`config.mk`:
```
export PLATFORM = sky130hd
export DESIGN_NAME = ldx_exec_pipe
export DESIGN_NICKNAME = d
export VERILOG_FILES = /design/src/rtl/ldx_pkg.sv /design/src/rtl/ldx_regfile.sv /design/src/rtl/ldx_extend.sv /design/src/rtl/ldx_pipe_ctl.sv /design/src/rtl/ldx_exec_pipe.sv
export SDC_FILE = /design/constraint.sdc
export NUM_CORES = 2
export LEC_CHECK = 0
export ABC_AREA = 0
export BUFFER_PORTS_ARGS = -buffer_cell sky130_fd_sc_hd__buf_2
export CAP_MARGIN = 20
export CORE_MARGIN = 4
export CORE_UTILIZATION = 30
export DETAILED_ROUTE_END_ITERATION = 8
export PLACE_DENSITY = 0.44
export SKIP_LAST_GASP = 1
export SYNTH_ARGS = -nofsm -noshare
export SYNTH_HDL_FRONTEND = slang
export SYNTH_HIERARCHICAL = 1
export SYNTH_SLANG_ARGS = --single-unit
```
`constraint.sdc`:
```
create_clock -name clk -period 3.77 [get_ports clk]
set_input_delay 0.754 -clock clk [delete_from_list [all_inputs] [get_ports clk]]
set_output_delay 0.754 -clock clk [all_outputs]
set_load 0.01 [all_outputs]
```
`src/rtl/ldx_pkg.sv`:
```
`timescale 1ns/1ps
package ldx_pkg;

    // Data path width; the extension logic assumes a 32-bit word.
    localparam int XLEN = 32;

    // Number of execute phases a load occupies.
    localparam int NPHASE = 5;

    // Access size codes as seen on the issue port.
    typedef enum logic [1:0] {
        SZ_BYTE = 2'b00,
        SZ_HALF = 2'b01,
        SZ_WORD = 2'b10,
        SZ_WALT = 2'b11
    } ld_size_e;

    // Condition of the execute unit in the current cycle.
    typedef enum logic [1:0] {
        MODE_RUN      = 2'b00,
        MODE_EXT_HOLD = 2'b01,
        MODE_MEM_WAIT = 2'b10
    } pipe_mode_e;

endpackage

```
`src/rtl/ldx_regfile.sv`:
```
`timescale 1ns/1ps
module ldx_regfile #(
    parameter int NREG = 16,
    parameter int XLEN = 32,
    localparam int RAW = $clog2(NREG)
) (
    input  logic            clk,
    input  logic            rst_n,
    input  logic            ld_we_i,
    input  logic [RAW-1:0]  ld_addr_i,
    input  logic [XLEN-1:0] ld_data_i,
    input  logic            pi_we_i,
    input  logic [RAW-1:0]  pi_addr_i,
    input  logic [XLEN-1:0] pi_data_i,
    input  logic            ex_we_i,
    input  logic [RAW-1:0]  ex_addr_i,
    input  logic [XLEN-1:0] ex_data_i,
    input  logic [RAW-1:0]  rda_addr_i,
    output logic [XLEN-1:0] rda_data_o,
    input  logic [RAW-1:0]  rdb_addr_i,
    output logic [XLEN-1:0] rdb_data_o
);

    logic [XLEN-1:0] regs_w [NREG];

    // One storage cell per register; priority load > post-step > external.
    for (genvar g = 0; g < NREG; g++) begin : g_cell
        logic [XLEN-1:0] q;
        always_ff @(posedge clk or negedge rst_n) begin
            if (!rst_n) begin
                q <= '0;
            end else if (ld_we_i && ld_addr_i == RAW'(g)) begin
                q <= ld_data_i;
            end else if (pi_we_i && pi_addr_i == RAW'(g)) begin
                q <= pi_data_i;
            end else if (ex_we_i && ex_addr_i == RAW'(g)) begin
                q <= ex_data_i;
            end
        end
        assign regs_w[g] = q;
    end

    assign rda_data_o = regs_w[rda_addr_i];
    assign rdb_data_o = regs_w[rdb_addr_i];

endmodule

```
`src/rtl/ldx_extend.sv`:
```
`timescale 1ns/1ps
module ldx_extend
    import ldx_pkg::*;
(
    input  logic [XLEN-1:0] word_i,
    input  logic [1:0]      lane_i,
    input  ld_size_e        size_i,
    input  logic            unsigned_i,
    output logic [XLEN-1:0] word_o
);

    logic [7:0]  byte_sel;
    logic [15:0] half_sel;

    always_comb begin
        byte_sel = word_i[8*lane_i +: 8];
        half_sel = lane_i[1] ? word_i[31:16] : word_i[15:0];
        unique case (size_i)
            SZ_BYTE: word_o = unsigned_i ? {{(XLEN-8){1'b0}}, byte_sel}
                                         : {{(XLEN-8){byte_sel[7]}}, byte_sel};
            SZ_HALF: word_o = unsigned_i ? {{(XLEN-16){1'b0}}, half_sel}
                                         : {{(XLEN-16){half_sel[15]}}, half_sel};
            SZ_WORD: word_o = word_i;
            SZ_WALT: word_o = word_i;
            default: word_o = word_i;
        endcase
    end

endmodule

```
`src/rtl/ldx_pipe_ctl.sv`:
```
`timescale 1ns/1ps
module ldx_pipe_ctl
    import ldx_pkg::*;
(
    input  logic stall_i,
    input  logic e3_busy_i,
    input  logic mem_ready_i,
    output logic freeze_o
);

    pipe_mode_e mode;

    // Condition select: external hold has priority over a memory wait.
    always_comb begin
        if (stall_i) begin
            mode = MODE_EXT_HOLD;
        end else if (e3_busy_i && !mem_ready_i) begin
            mode = MODE_MEM_WAIT;
        end else begin
            mode = MODE_RUN;
        end
    end

    // Outputs per condition.
    always_comb begin
        unique case (mode)
            MODE_RUN:      freeze_o = 1'b0;
            MODE_EXT_HOLD: freeze_o = 1'b1;
            MODE_MEM_WAIT: freeze_o = 1'b1;
            default:       freeze_o = 1'b1;
        endcase
    end

endmodule

```
`src/rtl/ldx_exec_pipe.sv`:
```
`timescale 1ns/1ps
module ldx_exec_pipe
    import ldx_pkg::*;
#(
    parameter int NREG = 16,
    localparam int RAW = $clog2(NREG)
) (
    input  logic            clk,
    input  logic            rst_n,
    input  logic            stall_i,
    input  logic            iss_valid_i,
    input  logic [RAW-1:0]  iss_base_i,
    input  logic            iss_postinc_i,
    input  logic [XLEN-1:0] iss_step_i,
    input  logic [RAW-1:0]  iss_dst_i,
    input  logic [1:0]      iss_size_i,
    input  logic            iss_unsigned_i,
    input  logic            alu_we_i,
    input  logic [RAW-1:0]  alu_waddr_i,
    input  logic [XLEN-1:0] alu_wdata_i,
    input  logic [RAW-1:0]  peek_addr_i,
    output logic [XLEN-1:0] peek_data_o,
    output logic            mem_req_o,
    output logic [XLEN-1:0] mem_addr_o,
    input  logic            mem_ready_i,
    input  logic [XLEN-1:0] mem_rdata_i,
    output logic            wb_en_o,
    output logic [RAW-1:0]  wb_addr_o,
    output logic [XLEN-1:0] wb_data_o,
    output logic            hold_o
);

    localparam int FIRST = 2;
    localparam int LAST  = NPHASE;

    // Phase slots E2..E5; E1 is the issue cycle itself.
    logic            sl_v    [FIRST:LAST];
    logic [RAW-1:0]  sl_dst  [FIRST:LAST];
    ld_size_e        sl_sz   [FIRST:LAST];
    logic            sl_uns  [FIRST:LAST];
    logic [1:0]      sl_lane [FIRST:LAST];
    logic [XLEN-1:0] sl_word [FIRST:LAST];

    logic            freeze;
    logic            go;
    logic [XLEN-1:0] base_val;
    logic [XLEN-1:0] ext_word;
    logic            pi_we;
    logic            ex_we;
    logic            ld_we;

    ldx_pipe_ctl u_ctl (
        .stall_i     (stall_i),
        .e3_busy_i   (sl_v[3]),
        .mem_ready_i (mem_ready_i),
        .freeze_o    (freeze)
    );

    assign go    = iss_valid_i && !freeze;
    assign pi_we = go && iss_postinc_i;
    assign ex_we = alu_we_i && !freeze;
    assign ld_we = sl_v[LAST] && !freeze;

    ldx_regfile #(.NREG(NREG), .XLEN(XLEN)) u_rf (
        .clk        (clk),
        .rst_n      (rst_n),
        .ld_we_i    (ld_we),
        .ld_addr_i  (sl_dst[LAST]),
        .ld_data_i  (sl_word[LAST]),
        .pi_we_i    (pi_we),
        .pi_addr_i  (iss_base_i),
        .pi_data_i  (base_val + iss_step_i),
        .ex_we_i    (ex_we),
        .ex_addr_i  (alu_waddr_i),
        .ex_data_i  (alu_wdata_i),
        .rda_addr_i (iss_base_i),
        .rda_data_o (base_val),
        .rdb_addr_i (peek_addr_i),
        .rdb_data_o (peek_data_o)
    );

    ldx_extend u_ext (
        .word_i     (sl_word[4]),
        .lane_i     (sl_lane[4]),
        .size_i     (sl_sz[4]),
        .unsigned_i (sl_uns[4]),
        .word_o     (ext_word)
    );

    always_ff @(posedge clk or negedge rst_n) begin
        if (!rst_n) begin
            for (int k = FIRST; k <= LAST; k++) begin
                sl_v[k]    <= 1'b0;
                sl_dst[k]  <= '0;
                sl_sz[k]   <= SZ_WORD;
                sl_uns[k]  <= 1'b0;
                sl_lane[k] <= '0;
                sl_word[k] <= '0;
            end
        end else if (!freeze) begin
            sl_v[FIRST]    <= go;
            sl_dst[FIRST]  <= iss_dst_i;
            sl_sz[FIRST]   <= ld_size_e'(iss_size_i);
            sl_uns[FIRST]  <= iss_unsigned_i;
            sl_lane[FIRST] <= base_val[1:0];
            sl_word[FIRST] <= base_val;
            for (int k = FIRST + 1; k <= LAST; k++) begin
                sl_v[k]    <= sl_v[k-1];
                sl_dst[k]  <= sl_dst[k-1];
                sl_sz[k]   <= sl_sz[k-1];
                sl_uns[k]  <= sl_uns[k-1];
                sl_lane[k] <= sl_lane[k-1];
            end
            sl_word[3]    <= sl_word[2];
            sl_word[4]    <= mem_rdata_i;
            sl_word[LAST] <= ext_word;
        end
    end

    assign mem_req_o  = sl_v[3];
    assign mem_addr_o = sl_word[3];
    assign wb_en_o    = ld_we;
    assign wb_addr_o  = sl_dst[LAST];
    assign wb_data_o  = sl_word[LAST];
    assign hold_o     = freeze;

endmodule

```
## Yosys cells after proc, flatten, opt, wreduce, memory -nomap -nowiden

Index checks and enable logic that the tools add are counted.

| word-level totals | value |
|---|---|
| flip-flop bits (word level) | 675 |
| input bits | 122 |
| output and inout port bits | 103 |
| logic and storage cells | 228 |

| operators by class | value |
|---|---|
| $add $sub $neg | 1 |
| $lt $le $gt $ge | 2 |
| equality and inequality tests | 48 |
| shift operators | 1 |
| multiplexer cells | 61 |
| bitwise gates (word level) | 2 |
| reductions and logical operators | 76 |

Operators with widths:

| kind | number |
|---|---|
| two-way mux 32 bit | 54 |
| binary-select mux 32 bit (select 4 bit) | 2 |
| == test 4 bit, second input constant | 24 |
| one-hot mux 32 bit (3 select lines) | 1 |
| logical AND 1 bit | 53 |
| == test 4 x 3 -> 1 bit, second input constant | 12 |
| nonzero test 3 bit | 16 |
| adder 32 bit | 1 |
| indexed part select 32 x 6 -> 8 bit | 1 |
| == test 4 x 2 -> 1 bit, second input constant | 6 |
| two-way mux 16 bit | 1 |
| == test 4 x 1 -> 1 bit, second input constant | 3 |
| zero test 4 bit | 3 |
| greater-or-equal comparator 5 bit, second input constant | 2 |
| NOT 4 -> 5 bit | 2 |
| == test 2 bit, second input constant | 2 |
| zero test 2 bit | 2 |
| two-way mux 2 bit | 2 |
| == test 2 x 1 -> 1 bit, second input constant | 1 |
| OR reduction 2 bit | 1 |
| zero test 1 bit | 1 |
| two-way mux 1 bit | 1 |

## Logic depth before layout (Yosys ltp)

| logic depth | value |
|---|---|
| word-level depth | 10 |
| depth in mapped cells | 18 |
| depth with buffers taken out | 16 |

## By module

The synthesis kept the hierarchy.

Modules (own cells, without submodules):

| module | times used | cells an instance | area an instance (sq um) | seq. area each (sq um) |
|---|---|---|---|---|
| ldx_regfile | 1 | 3628 | 36513.8 | 12812.3 |
| ldx_exec_pipe | 1 | 647 | 8104.0 | 3982.6 |
| ldx_extend | 1 | 100 | 703.2 | 0.0 |
| ldx_pipe_ctl | 1 | 2 | 11.3 | 0.0 |

## Worst setup path before layout

OpenSTA, ideal clock, no wires.

| timing | value |
|---|---|
| path kind | input -> register |
| from | input port iss_base_i[0] |
| to | register u_rf.g_cell[7].q[30] |
| library setup time | 0.094 ns |
| arrival | 4.884 ns |
| required time | 3.676 ns |
| path slack | -1.208 ns |
| stages on the path | 15 |
| path buffers | 2 |
| cell sequence | clkbuf_1 -> buf_2 -> mux4_2 -> a22oi_1 -> nand2_1 -> ha_1 -> nand2_1 -> o32ai_1 -> a21oi_1 -> o221ai_1 -> a21oi_1 -> o311ai_0 -> nand2b_1 -> o311a_1 -> a211oi_1 |

| on the way | value |
|---|---|
| cells in the longest elaborated chain, start to end | 7 |
| elaborated cells between the ends (all ways) | 10 |
| classes of those cells | add/sub (1); eq/ne (1); mux (5); bitwise (1); reduce/logical (2) |

Ends and longest elaborated chain:

| element | line | source |
|---|---|---|
| from (decl) | ldx_exec_pipe.sv:12 | `input logic [RAW-1:0] iss_base_i,` |
| NOT 4 -> 5 bit (implied by the code) | ldx_regfile.sv:43 | `assign rda_data_o = regs_w[rda_addr_i];` |
| binary-select mux 32 bit (select 4 bit) | ldx_regfile.sv:43 |  |
| two-way mux 32 bit (implied by the code) (2 in series) | ldx_regfile.sv:43 |  |
| via base_val[10] | ldx_exec_pipe.sv:46 | `logic [XLEN-1:0] base_val;` |
| adder 32 bit | ldx_exec_pipe.sv:72 | `.pi_data_i (base_val + iss_step_i),` |
| two-way mux 32 bit | ldx_regfile.sv:34 | `end else if (pi_we_i && pi_addr_i == RAW'(g)) begin` |
| two-way mux 32 bit | ldx_regfile.sv:32 | `end else if (ld_we_i && ld_addr_i == RAW'(g)) begin` |
| to (signal assigned) | ldx_regfile.sv:33 | `q <= ld_data_i;` |
| to (signal assigned) | ldx_regfile.sv:35 | `q <= pi_data_i;` |
| to (signal assigned) | ldx_regfile.sv:37 | `q <= ex_data_i;` |
| to (decl) | ldx_regfile.sv:28 | `logic [XLEN-1:0] q;` |

The timed path passes the listed nets, and every way through them passes these cells. The select of a mux whose other input is x is not followed.
A chain may end at the register's enable or synchronous reset.

## Final worst setup path

| timing | value |
|---|---|
| from | input port iss_base_i[0] |
| to | register u_rf.g_cell[8].q[30] |

| on the way | value |
|---|---|
| cells in the longest elaborated chain, start to end | 7 |
| elaborated cells between the ends (all ways) | 10 |
| classes of those cells | add/sub (1); eq/ne (1); mux (5); bitwise (1); reduce/logical (2) |

Ends and longest elaborated chain:

| element | line |
|---|---|
| NOT 4 -> 5 bit (implied by the code) | ldx_regfile.sv:43 |
| binary-select mux 32 bit (select 4 bit) | ldx_regfile.sv:43 |
| two-way mux 32 bit (implied by the code) (2 in series) | ldx_regfile.sv:43 |
| via base_val[4] | ldx_exec_pipe.sv:46 |
| adder 32 bit | ldx_exec_pipe.sv:72 |
| two-way mux 32 bit | ldx_regfile.sv:34 |
| two-way mux 32 bit | ldx_regfile.sv:32 |
| to (signal assigned) | ldx_regfile.sv:33 |
| to (signal assigned) | ldx_regfile.sv:35 |
| to (signal assigned) | ldx_regfile.sv:37 |
| to (decl) | ldx_regfile.sv:28 |

The timed path passes the listed nets, and every way through them passes these cells. The select of a mux whose other input is x is not followed.

==> run_results.csv <==
group,metric,value,unit
pwr,totalPowerFinal,45.1,mW
setup_path,timing_worst_setup_path_type,"in2reg",
setup_path,critPathCaptureType,"flop",
cells_and_area,design_area,58600,um^2
clocking,number_of_buffers_added_by_the_clock_tree_synthesis_step,89,
timing,setup_slack,-298,ps
timing,setup_total_neg_slack,-24450,ps
yosys,synthesized_area_fraction_occupied_by_ao_oa_aoi_and_oai_cells,0.163,
detailed_routing,first_iter_violations,4738,
setup_path,required,4410,ps
clocking,insertion_delay,730,ps
clocking,cts.sinks,671,
yosys,synth_top_family_by_area,"multiplexers",
yosys,mux_contribution_to_synthesized_area,0.276,
die,coreArea,150000,um^2
setup_path,crit_fanout,7,
die,placement_rows,142,
die,fp.dieH,397,um
clocking,cts_root_buffer,"sky130_fd_sc_hd__clkbuf_16",
setup_path,timing.critical_path.cells,"buf_16 > buf_12 > buf_6 > mux4_2 > a22oi_2 > nand2_2 > ha_4 > buf_6 > a211o_4 > a31o_4 > nand4_1 > o221ai_4 > buf_4 > buf_6 > a21oi_4 > a21oi_2 > o311ai_4 > nor2b_2 > and3_1 > a211o_1 > a22oi_1",
outcome,status,"finished with violations",
yosys,yosys_warnings,6,
place,dpl.hpwl,151000,um
clocking,tritoncts,"yes",
place,dpl-instance-area,53400,um^2
clocking,cts_buffer_depth,3,
global_routing,grt_pass1_vias,41453,
timing,timing_worst_slew_pin_value,1010,ps
cells_and_area,layout.cells.most_common_list,"sky130_fd_sc_hd__dfrtp_1, sky130_fd_sc_hd__buf_4, sky130_fd_sc_hd__nor2_1",
pwr,cellPowerDensity,770,nW/um^2
timing,final_number_of_hold_violating_endpoints,0,
setup_path,worst-endpoint-arrival,4710,ps
yosys,post_synth_xor_area_fraction,0.00541,
yosys,synth_top_flop_cell,"sky130_fd_sc_hd__dfrtp_1",
yosys,synth_enable_flop_cells,0,
cells_and_area,layout-drive-gt1-share,0.389,
yosys,ys_ff_latch,671,
timing,final-max-slew-violation-count,0,
yosys,synthSimpleGateAreaFrac,0.0803,
timing,layout_min_cycle_time,4070,ps
yosys,netlist.area_leader.share,0.369,
timing,grt_setup_unrepaired,"true",
setup_path,cp_common_cell,"sky130_fd_sc_hd__buf_6",
yosys,yosysSeqAreaShare,0.370,
cells_and_area,layout.cells.most_common,"sky130_fd_sc_hd__dfrtp_1",
detailed_routing,detail_route.drc_violations,0,
global_routing,first_pass_grt_wire_length,334000,um
yosys,synth_top_area_cell,"sky130_fd_sc_hd__dfrtp_1",
yosys,synth_nets,4531,
yosys,avgSynthCellArea,10.4,um^2
pwr,leakagePower,26.3,nW
detailed_routing,num_vias,41543,
run,timing.max_cap.violations,0,
die,die_width,397,um
detailed_routing,drt_pre_antenna_iters,6,
yosys,synth_cells,4377,
clocking,htree_num_levels,3,
min_path,holdCritPathClass,"in2reg",
timing,finClkSkew,16.4,ps
setup_path,cp_slowest_cell,"sky130_fd_sc_hd__mux4_2",
detailed_routing,drt_wirelength,239000,um
yosys,fraction_of_synthesis_flops_using_an_asynchronous_set_or_reset_pin,1.00,
clocking,clk_pin_slew_worst_paths,60,ps
place,port_buffers,224,
timing,slew_headroom,0.326,
yosys,dominant_cells_by_area_after_synthesis,"sky130_fd_sc_hd__dfrtp_1, sky130_fd_sc_hd__mux4_2, sky130_fd_sc_hd__mux2i_1",
pwr,peakVddDrop,0.000414,V
outcome,violated_checks,"setup timing",
global_routing,grt_max_degree,101,
die,die_area,157000,um^2
detailed_routing,antenna_left,0,
cells_and_area,area_growth_syn_to_layout,29.3,%
yosys,yosys.cell_types.count,81,
timing,highest_clock_rate,246,MHz
place,finalWeightedCongestion,0.910,
detailed_routing,route.detailed.vias_per_inst,5.96,
cells_and_area,finish.net_count,5028,
setup_path,critical-path-max-stage-delay,490,ps
global_routing,grt_use_total,0.297,
timing,setup_viol,190,
setup_path,worstSetupStartpointType,"input pin",
global_routing,grt_overflow_total,0,
global_routing,antenna_found_initial,15,
detailed_routing,avgRoutedWirePerCell,34.2,um
yosys,post_synth_instance_area,45300,um^2
die,initial_core_util,0.302,
die,io-pin-count,225,
timing,period_share,1.08,
yosys,synth-adder-area-share,0.00900,
cells_and_area,filler_cell_count,14843,
## layout make-up
type	instances	area [um^2]	area share
Sequential cell	671	16800	0.286
Multi-Input combinational cell	2677	26100	0.445
Clock inverter	32	328	0.00559
Clock buffer	132	2580	0.0440
Antenna cell	8	20.0	0.000341
Inverter	481	1810	0.0308
Timing Repair Buffer	954	8500	0.145
Tap cell	2016	2520	0.0430
## sequential cells by signal, indices dropped and copies added (netlist names), 4 cells and up
register	count
sl_dst	12
u_rf/g_cell.q	512
wb_data_o	32
sl_word	63
wb_addr_o	4
mem_addr_o	31
sl_sz	6
sl_lane	4
## Yosys cell counts, types with 9 or more instances
library cell / number
sky130_fd_sc_hd__nor2b_1: 19
sky130_fd_sc_hd__a21oi_1: 59
sky130_fd_sc_hd__buf_2: 118
sky130_fd_sc_hd__mux2i_1: 484
sky130_fd_sc_hd__dfrtp_1: 668
sky130_fd_sc_hd__xnor2_1: 15
sky130_fd_sc_hd__buf_4: 83
sky130_fd_sc_hd__ha_1: 31
sky130_fd_sc_hd__a221oi_1: 396
sky130_fd_sc_hd__a221o_1: 14
sky130_fd_sc_hd__and2_1: 16
sky130_fd_sc_hd__mux4_2: 256
sky130_fd_sc_hd__xor2_1: 13
sky130_fd_sc_hd__o211ai_1: 29
sky130_fd_sc_hd__mux2_2: 167
sky130_fd_sc_hd__clkbuf_1: 304
sky130_fd_sc_hd__o221ai_1: 9
sky130_fd_sc_hd__nand3_1: 42
sky130_fd_sc_hd__buf_1: 37
sky130_fd_sc_hd__a21o_1: 19
sky130_fd_sc_hd__a22oi_1: 150
sky130_fd_sc_hd__nor3_1: 15
sky130_fd_sc_hd__inv_1: 480
sky130_fd_sc_hd__nand2_1: 168
sky130_fd_sc_hd__nor2_1: 509
sky130_fd_sc_hd__o21ai_0: 40
sky130_fd_sc_hd__a211oi_1: 15
sky130_fd_sc_hd__a221oi_2: 69
## power by group
group | internal (mW) | total, mW | switching [mW]
clock network | 4.91 | 8.67 | 3.76
registers | 10.6 | 13.8 | 3.18
logic | 11.6 | 22.7 | 11.1
total | 27.1 | 45.1 | 18.0
## what timing repair did
| action | 4_1_cts | 5_1_grt |
|---|---|---|
| setup buffers | 55 | 19 |
| cloned | 12 | 2 |
| hold buffers | 1 | 0 |
| gates resized for setup | 164 | 109 |
| endpoints found under the setup margin | 299 | 280 |
| hold endpoints to repair | 1 | 0 |
| pin swaps | 128 | 94 |
## critical path, delay by kind of cell
family,cells,cell delay [ps]
buffers and inverters,6,780
adders and majority gates,1,270
muxes,1,490
AOI/OAI and AO/OA,9,1770
and+or+nand+nor,4,600
## final timing paths
check	from	end	slack, ps	cells after the start
worst max-delay path	iss_base_i[0]	u_rf/g_cell[8].q[30]	-300	21
worst min-delay path	mem_rdata_i[21]	sl_word[53]	260	2
worst max register to register	u_rf/g_cell[3].q[0]	u_rf/g_cell[8].q[30]	-250	18
worst min register to register	sl_v[0]	sl_v[0]	500	1
max in group asynchronous	rst_n	u_rf/g_cell[5].q[3]	1980	4
min in group asynchronous	rst_n	mem_addr_o[22]	600	2
## stage by stage
stage / hold WS (ps) / setup WS (ps) / utilization / instances
after floorplan: 458 / -553 / - / 4377
after global placement: 485 / -1280 / 0.356 / 6716
after detailed placement: 487 / -1250 / 0.356 / 6716
after CTS: 203 / -192 / 0.386 / 6946
after global routing: 227 / -363 / 0.391 / 6968
final: 259 / -298 / 0.391 / 6971
## kinds of logic after synthesis
group	count (synthesis)
flip-flops	671
AO/OA/AOI/OAI	860
XOR/XNOR	28
multiplexers	909
AND/OR/NAND/NOR	848
adder cells (fa/ha/maj)	32
buffers and inverters	1029
## per-layer routing
metal	GRT usage	vias to the layer above	part of all wire
met5	0	-	0.000088
met4	0.136	4	0.055
met3	0.0667	624	0.090
met2	0.460	2432	0.44
met1	0.396	21407	0.41
li1	-	17076	-
(Power assumes the default switching activity.)
